<file path="src/rtl/xlate_pkg.sv">
package xlate_pkg;

    localparam int ADDR_W    = 64;
    localparam int SEG64_LSB = 60;
    localparam int SEG64_W   = 4;
    localparam int SEG32_LSB = 29;
    localparam int SEG32_W   = 3;
    localparam int PSEG_LSB  = 25;
    localparam int EN_L0_BIT = 0;
    localparam int EN_L3_BIT = 3;

    typedef enum logic [1:0] {
        KIND_DIRECT  = 2'd0,
        KIND_WINDOW  = 2'd1,
        KIND_BADADDR = 2'd2,
        KIND_TLB     = 2'd3
    } xlate_kind_e;

    typedef struct packed {
        xlate_kind_e       kind;
        logic [ADDR_W-1:0] addr;
        logic              bad_fetch;
    } xlate_res_t;

    // Per-level enable bit of a window; levels 1 and 2 select nothing.
    function automatic logic lvl_enable(input logic [ADDR_W-1:0] win,
                                        input logic [1:0]        lvl);
        logic en;
        case (lvl)
            2'd0:    en = win[EN_L0_BIT];
            2'd3:    en = win[EN_L3_BIT];
            default: en = 1'b0;
        endcase
        return en;
    endfunction

endpackage

</file>
<file path="src/rtl/xlate_win_cmp.sv">
module xlate_win_cmp
    import xlate_pkg::*;
#(
    parameter int PHYS_W = 48
) (
    input  logic [ADDR_W-1:0] va,
    input  logic              mode64,
    input  logic [1:0]        lvl,
    input  logic [ADDR_W-1:0] win,
    output logic              hit,
    output logic [ADDR_W-1:0] pa
);

    logic en;
    logic seg_eq;
    logic [ADDR_W-1:0] pa_wide;
    logic [ADDR_W-1:0] pa_narrow;

    assign en = lvl_enable(win, lvl);

    assign seg_eq = mode64
        ? (win[SEG64_LSB +: SEG64_W] == va[SEG64_LSB +: SEG64_W])
        : (win[SEG32_LSB +: SEG32_W] == va[SEG32_LSB +: SEG32_W]);

    assign hit = en && seg_eq;

    assign pa_wide   = ADDR_W'(va[PHYS_W-1:0]);
    assign pa_narrow = ADDR_W'({win[PSEG_LSB +: SEG32_W], va[SEG32_LSB-1:0]});
    assign pa        = mode64 ? pa_wide : pa_narrow;

endmodule

</file>
<file path="src/rtl/xlate_canon_chk.sv">
module xlate_canon_chk #(
    parameter int HI_W = 16
) (
    input  logic            mode64,
    input  logic [HI_W-1:0] hi_bits,
    output logic            ok
);

    assign ok = !mode64 || (hi_bits == '0) || (hi_bits == '1);

endmodule

</file>
<file path="src/rtl/xlate_out_reg.sv">
module xlate_out_reg #(
    parameter int W = 8
) (
    input  logic         clk,
    input  logic         rst,
    input  logic         in_valid,
    output logic         in_ready,
    input  logic [W-1:0] in_data,
    output logic         out_valid,
    input  logic         out_ready,
    output logic [W-1:0] out_data
);

    logic take;

    assign in_ready = !out_valid || out_ready;
    assign take     = in_valid && in_ready;

    always_ff @(posedge clk) begin
        if (rst) begin
            out_valid <= 1'b0;
            out_data  <= '0;
        end else begin
            if (take) begin
                out_valid <= 1'b1;
                out_data  <= in_data;
            end else if (out_ready) begin
                out_valid <= 1'b0;
            end
        end
    end


    stall_hold_chk: assert property (@(posedge clk) disable iff (rst)
        out_valid && !out_ready |=> out_valid);


    stall_stable_chk: assert property (@(posedge clk) disable iff (rst)
        out_valid && !out_ready |=> $stable(out_data));

endmodule

</file>
<file path="src/rtl/xlate_mode_front.sv">
module xlate_mode_front
    import xlate_pkg::*;
#(
    parameter int VIRT_W  = 48,
    parameter int PHYS_W  = 48,
    parameter int NUM_WIN = 4
) (
    input  logic                       clk,
    input  logic                       rst,
    input  logic                       in_valid,
    output logic                       in_ready,
    input  logic [63:0]                in_va,
    input  logic                       in_mode64,
    input  logic                       in_direct,
    input  logic                       in_paging,
    input  logic [1:0]                 in_lvl,
    input  logic                       in_fetch,
    input  logic [NUM_WIN*64-1:0]      in_win,
    output logic                       out_valid,
    input  logic                       out_ready,
    output logic [1:0]                 out_kind,
    output logic [63:0]                out_addr,
    output logic                       out_bad_fetch
);

    localparam int HI_W  = ADDR_W - VIRT_W;
    localparam int RES_W = $bits(xlate_res_t);

    logic [ADDR_W-1:0]                 va_eff;
    logic [NUM_WIN-1:0]                hit;
    logic [NUM_WIN-1:0][ADDR_W-1:0]    win_pa;
    logic [ADDR_W-1:0]                 sel_pa;
    logic                              any_hit;
    logic                              canon_ok;
    logic                              direct_mode;
    xlate_res_t                        res_d;
    xlate_res_t                        res_q;
    logic [RES_W-1:0]                  res_q_bits;

    // 32-bit mode sees only the low word of the address.
    assign va_eff      = in_mode64 ? in_va : {32'b0, in_va[31:0]};
    assign direct_mode = in_direct && !in_paging;

    for (genvar g = 0; g < NUM_WIN; g++) begin : g_win
        xlate_win_cmp #(.PHYS_W(PHYS_W)) u_cmp (
            .va     (va_eff),
            .mode64 (in_mode64),
            .lvl    (in_lvl),
            .win    (in_win[g*ADDR_W +: ADDR_W]),
            .hit    (hit[g]),
            .pa     (win_pa[g])
        );
    end

    xlate_canon_chk #(.HI_W(HI_W)) u_canon (
        .mode64  (in_mode64),
        .hi_bits (va_eff[ADDR_W-1:VIRT_W]),
        .ok      (canon_ok)
    );

    // Lowest index wins: scan downward so the last write is window 0.
    always_comb begin
        sel_pa  = '0;
        any_hit = 1'b0;
        for (int i = NUM_WIN - 1; i >= 0; i--) begin
            if (hit[i]) begin
                any_hit = 1'b1;
                sel_pa  = win_pa[i];
            end
        end
    end

    always_comb begin
        res_d = '0;
        if (direct_mode) begin
            res_d.kind = KIND_DIRECT;
            res_d.addr = ADDR_W'(va_eff[PHYS_W-1:0]);
        end else if (any_hit) begin
            res_d.kind = KIND_WINDOW;
            res_d.addr = sel_pa;
        end else if (!canon_ok) begin
            res_d.kind      = KIND_BADADDR;
            res_d.bad_fetch = in_fetch;
        end else begin
            res_d.kind = KIND_TLB;
            res_d.addr = va_eff;
        end
    end

    xlate_out_reg #(.W(RES_W)) u_out (
        .clk       (clk),
        .rst       (rst),
        .in_valid  (in_valid),
        .in_ready  (in_ready),
        .in_data   (res_d),
        .out_valid (out_valid),
        .out_ready (out_ready),
        .out_data  (res_q_bits)
    );

    assign res_q         = xlate_res_t'(res_q_bits);
    assign out_kind      = res_q.kind;
    assign out_addr      = res_q.addr;
    assign out_bad_fetch = res_q.bad_fetch;


    direct_kind_chk: assert property (@(posedge clk) disable iff (rst)
        in_valid && in_ready && in_direct && !in_paging
        |=> out_valid && out_kind == KIND_DIRECT);


    win_first_chk: assert property (@(posedge clk) disable iff (rst)
        in_valid && in_ready && !(in_direct && !in_paging) && (|hit)
        |=> out_valid && out_kind == KIND_WINDOW);


    no_bad32_chk: assert property (@(posedge clk) disable iff (rst)
        in_valid && in_ready && !in_mode64
        |=> out_kind != KIND_BADADDR);

endmodule

</file>
<file path="config.mk">
export PLATFORM = sky130hd
export DESIGN_NAME = xlate_mode_front
export DESIGN_NICKNAME = d
export VERILOG_FILES = /design/src/rtl/xlate_pkg.sv /design/src/rtl/xlate_win_cmp.sv /design/src/rtl/xlate_canon_chk.sv /design/src/rtl/xlate_out_reg.sv /design/src/rtl/xlate_mode_front.sv
export SDC_FILE = /design/constraint.sdc
export NUM_CORES = 1
export LEC_CHECK = 0
export ABC_CLOCK_PERIOD_IN_PS = 6000
export CAP_MARGIN = 10
export CORE_AREA = 2 2 154 156
export DETAILED_ROUTE_END_ITERATION = 7
export DIE_AREA = 0 0 156 158
export GPL_TIMING_DRIVEN = 1
export PLACE_DENSITY = 0.74
export SLEW_MARGIN = 10
export SYNTH_ARGS = -nofsm -noshare
export SYNTH_HDL_FRONTEND = slang
export SYNTH_HIERARCHICAL = 1
export SYNTH_SLANG_ARGS = --single-unit
</file>
<file path="constraint.sdc">
create_clock -name clk -period 6 [get_ports clk]
set_input_delay 0.9 -clock clk [delete_from_list [all_inputs] [get_ports clk]]
set_output_delay 0.9 -clock clk [all_outputs]
set_load 0.05 [all_outputs]
</file>
==> reports/metrics.cfg <==
[outcome]
status = finished, final reports clean

[placed_design]
dp_hpwl_um = 14500
numPortBuffers = 190
post-place-cells = 1316
finalWeightedCongestion = 0.827

[synthesis]
seq_area_frac_synth_pct = 16.6
ys_warn_count = 6
synth-edff-count = 0
synth_flop_cell = dfxtp_1
ys_seq_elements = 68
ys_async_sr_fraction_pct = 0
syn_area_um2 = 8220
syn_area_per_cell_um2 = 7.82
netlist_instances = 1051
synthDistinctLibCells = 41

[timing]
clock_skew_ns = 0.00721
hold_viol = 0
finalSetupViolCount = 0
slew_headroom_pct = 22.0
min_period_ns = 4.54
tightest_slew_ns = 1.17
post-route-period-util_pct = 75.7
rsz0062_at_grt = false
tns_ns = 0
finalMaxSlewViolations = 0
fmax_ghz = 0.220

[detailed_routing]
drtIter0Drc = 553
via_count = 7273
ant_nets = 0
firstDrtPassIters = 5
avgRoutedWirePerCell_um = 16.9
wl_um = 22600
viasPerCell = 5.46
drcViolationCount = 0

[cts]
clock_latency_ns = 0.33
cts_resized = 0
postCtsSetupRepairBufs = 0
cts.clk_slew.worst_paths_ns = 0.06
clockRootBuffer = clkbuf_16
hold_buffers = 0
cts_max_level = 3
clock_sinks = 68
numCtsBuffers = 9
cts_tree = done
cts_buffer_depth = 2

[worst_hold_path]
min_path_type = flop to flop
hp-start = u_out/out_data[13]$_SDFFE_PP0P_

[power_and_ir_drop]
peakVddDrop_mv = 0.138
power_switching_mw = 0.496
power.density_nw_per_um2 = 165
leakagePower_nw = 3.23
pwr-share-seq_pct = 32.1
combPwrFrac_pct = 31.5
pwr-share-clk_pct = 36.4
power_switching_share_pct = 33.0
p_int_mw = 1.01

[floorplan]
initial_core_util_pct = 35.6
rows = 56
die_width_um = 156
die-area_um2 = 24600
die_h_um = 158
coreArea_um2 = 23100
io_pins = 399

[layout]
drive_above_1_share_pct = 8.35
layout_commonest_cell = clkdlybuf4s50_1
layout_common_cells = clkdlybuf4s50_1, nand3_1, and2_1
syn_to_final_growth_pct = 10.7
layoutNonFillerInstCount = 1333
nNetsFinal = 1375

[global_route]
grt_pass1_wl_um = 35300
grt_usage_pct = 17.6
grt_pass1_vias = 6654
grt_antenna_before_repair = 1
grt_max_degree = 101
grt_overflow_total = 0

[worst_setup_path]
r2r_start = u_out/out_valid$_SDFFE_PP0P_
startpoint_type = input port
cp-startpoint = in_va[61]
crit_fanout = 34
required_ns = 6.26
crit_type = input port to flop
endpoint_kind = flop
cp_data_arrival_time_ns = 4.80

[job]
drv_cap = 0

[registers in the layout, summed over array words and instances, names as in the netlist]
| register | flops |
|---|---|
| u_out/out_data | 67 |
| u_out/out_valid | 1 |
[Yosys cell counts (all sizes together), types with 24 or more instances]
cell type	instances	area [um2]
nand3	100	500
o22ai	48	300
and2	92	576
dfxtp	68	1360
a221oi	64	561
xor2	28	245
nor3	24	120
o31ai	32	240
inv	33	124
a21oi	94	557
clkbuf	44	165
a21bo	67	671
buf	242	1840
[cell families after synthesis]
kind of cell | count (synthesis) | share of synthesized area (%)
AOI/OAI and AO/OA | 351 | 33.3
buffers and inverters | 319 | 25.9
and+or+nand+nor | 261 | 18.2
DFF | 68 | 16.6
xor gates and xnor gates | 28 | 2.98
muxes | 12 | 1.64
adders and majority gates | 8 | 1.22
other | 4 | 0.183
[through the flow]
step / hold WS [ns] / setup slack [ns] / utilization [%] / total power, mW / instance area, um2
2_1_floorplan: 0.802 / 2.70 / - / 0.879 / 8440
3_3_place_gp: 0.558 / 1.19 / 38.1 / 0.954 / 8790
3_5_place_dp: 0.554 / 1.14 / 38.1 / 0.962 / 8790
4_1_cts: 0.570 / 1.48 / 39.5 / 1.52 / 9100
5_1_grt: 0.592 / 1.19 / 39.5 / 1.57 / 9100
6_report: 0.570 / 1.46 / 39.5 / 1.50 / 9100
[metal layers]
metal,track usage [%],vias up,wire length (um)
met5,0,-,0
met4,4.02,0,214
met3,4.24,18,1760
met2,28.2,279,9980
met1,23.9,3407,10600
li1,-,3569,-
[path summary, 6_finish.rpt]
check,cells past startpoint,slack [ns],end
min,2,0.57,u_out/out_data[13]$_SDFFE_PP0P_
max reg2reg,4,3.86,u_out/out_data[29]$_SDFFE_PP0P_
min reg2reg,2,0.57,u_out/out_data[13]$_SDFFE_PP0P_
max,11,1.46,u_out/out_data[64]$_SDFFE_PP0P_
[layout make-up]
class | instances | area, um2
fillers | 2336 | 14000
inverters | 33 | 124
flip-flops and latches | 68 | 1360
multi-input cells | 724 | 4970
repair buffers | 201 | 1970
well taps | 290 | 363
clock inverters | 5 | 61.3
clock buffers | 11 | 243
diodes | 1 | 2.50
[power by group through the flow]
stage	Combinational [mW]	Sequential (mW)	Clock, mW
2_1_floorplan	0.320	0.559	0
3_3_place_gp	0.463	0.492	0
3_5_place_dp	0.470	0.492	0
4_1_cts	0.472	0.482	0.563
5_1_grt	0.512	0.484	0.578
6_report	0.474	0.482	0.546
[critical path, stage by stage]
cell	delay, ns
clkdlybuf4s50_1	0.46
and2_1	0.39
xor2_1	0.14
nor4_2	0.29
a22o_2	0.74
nor4_4	0.16
nor2b_1	0.55
nor2_1	0.32
a211oi_1	0.49
nand3_1	0.18
a21oi_2	0.15
No activity file was read; power rests on OpenSTA's default activity.
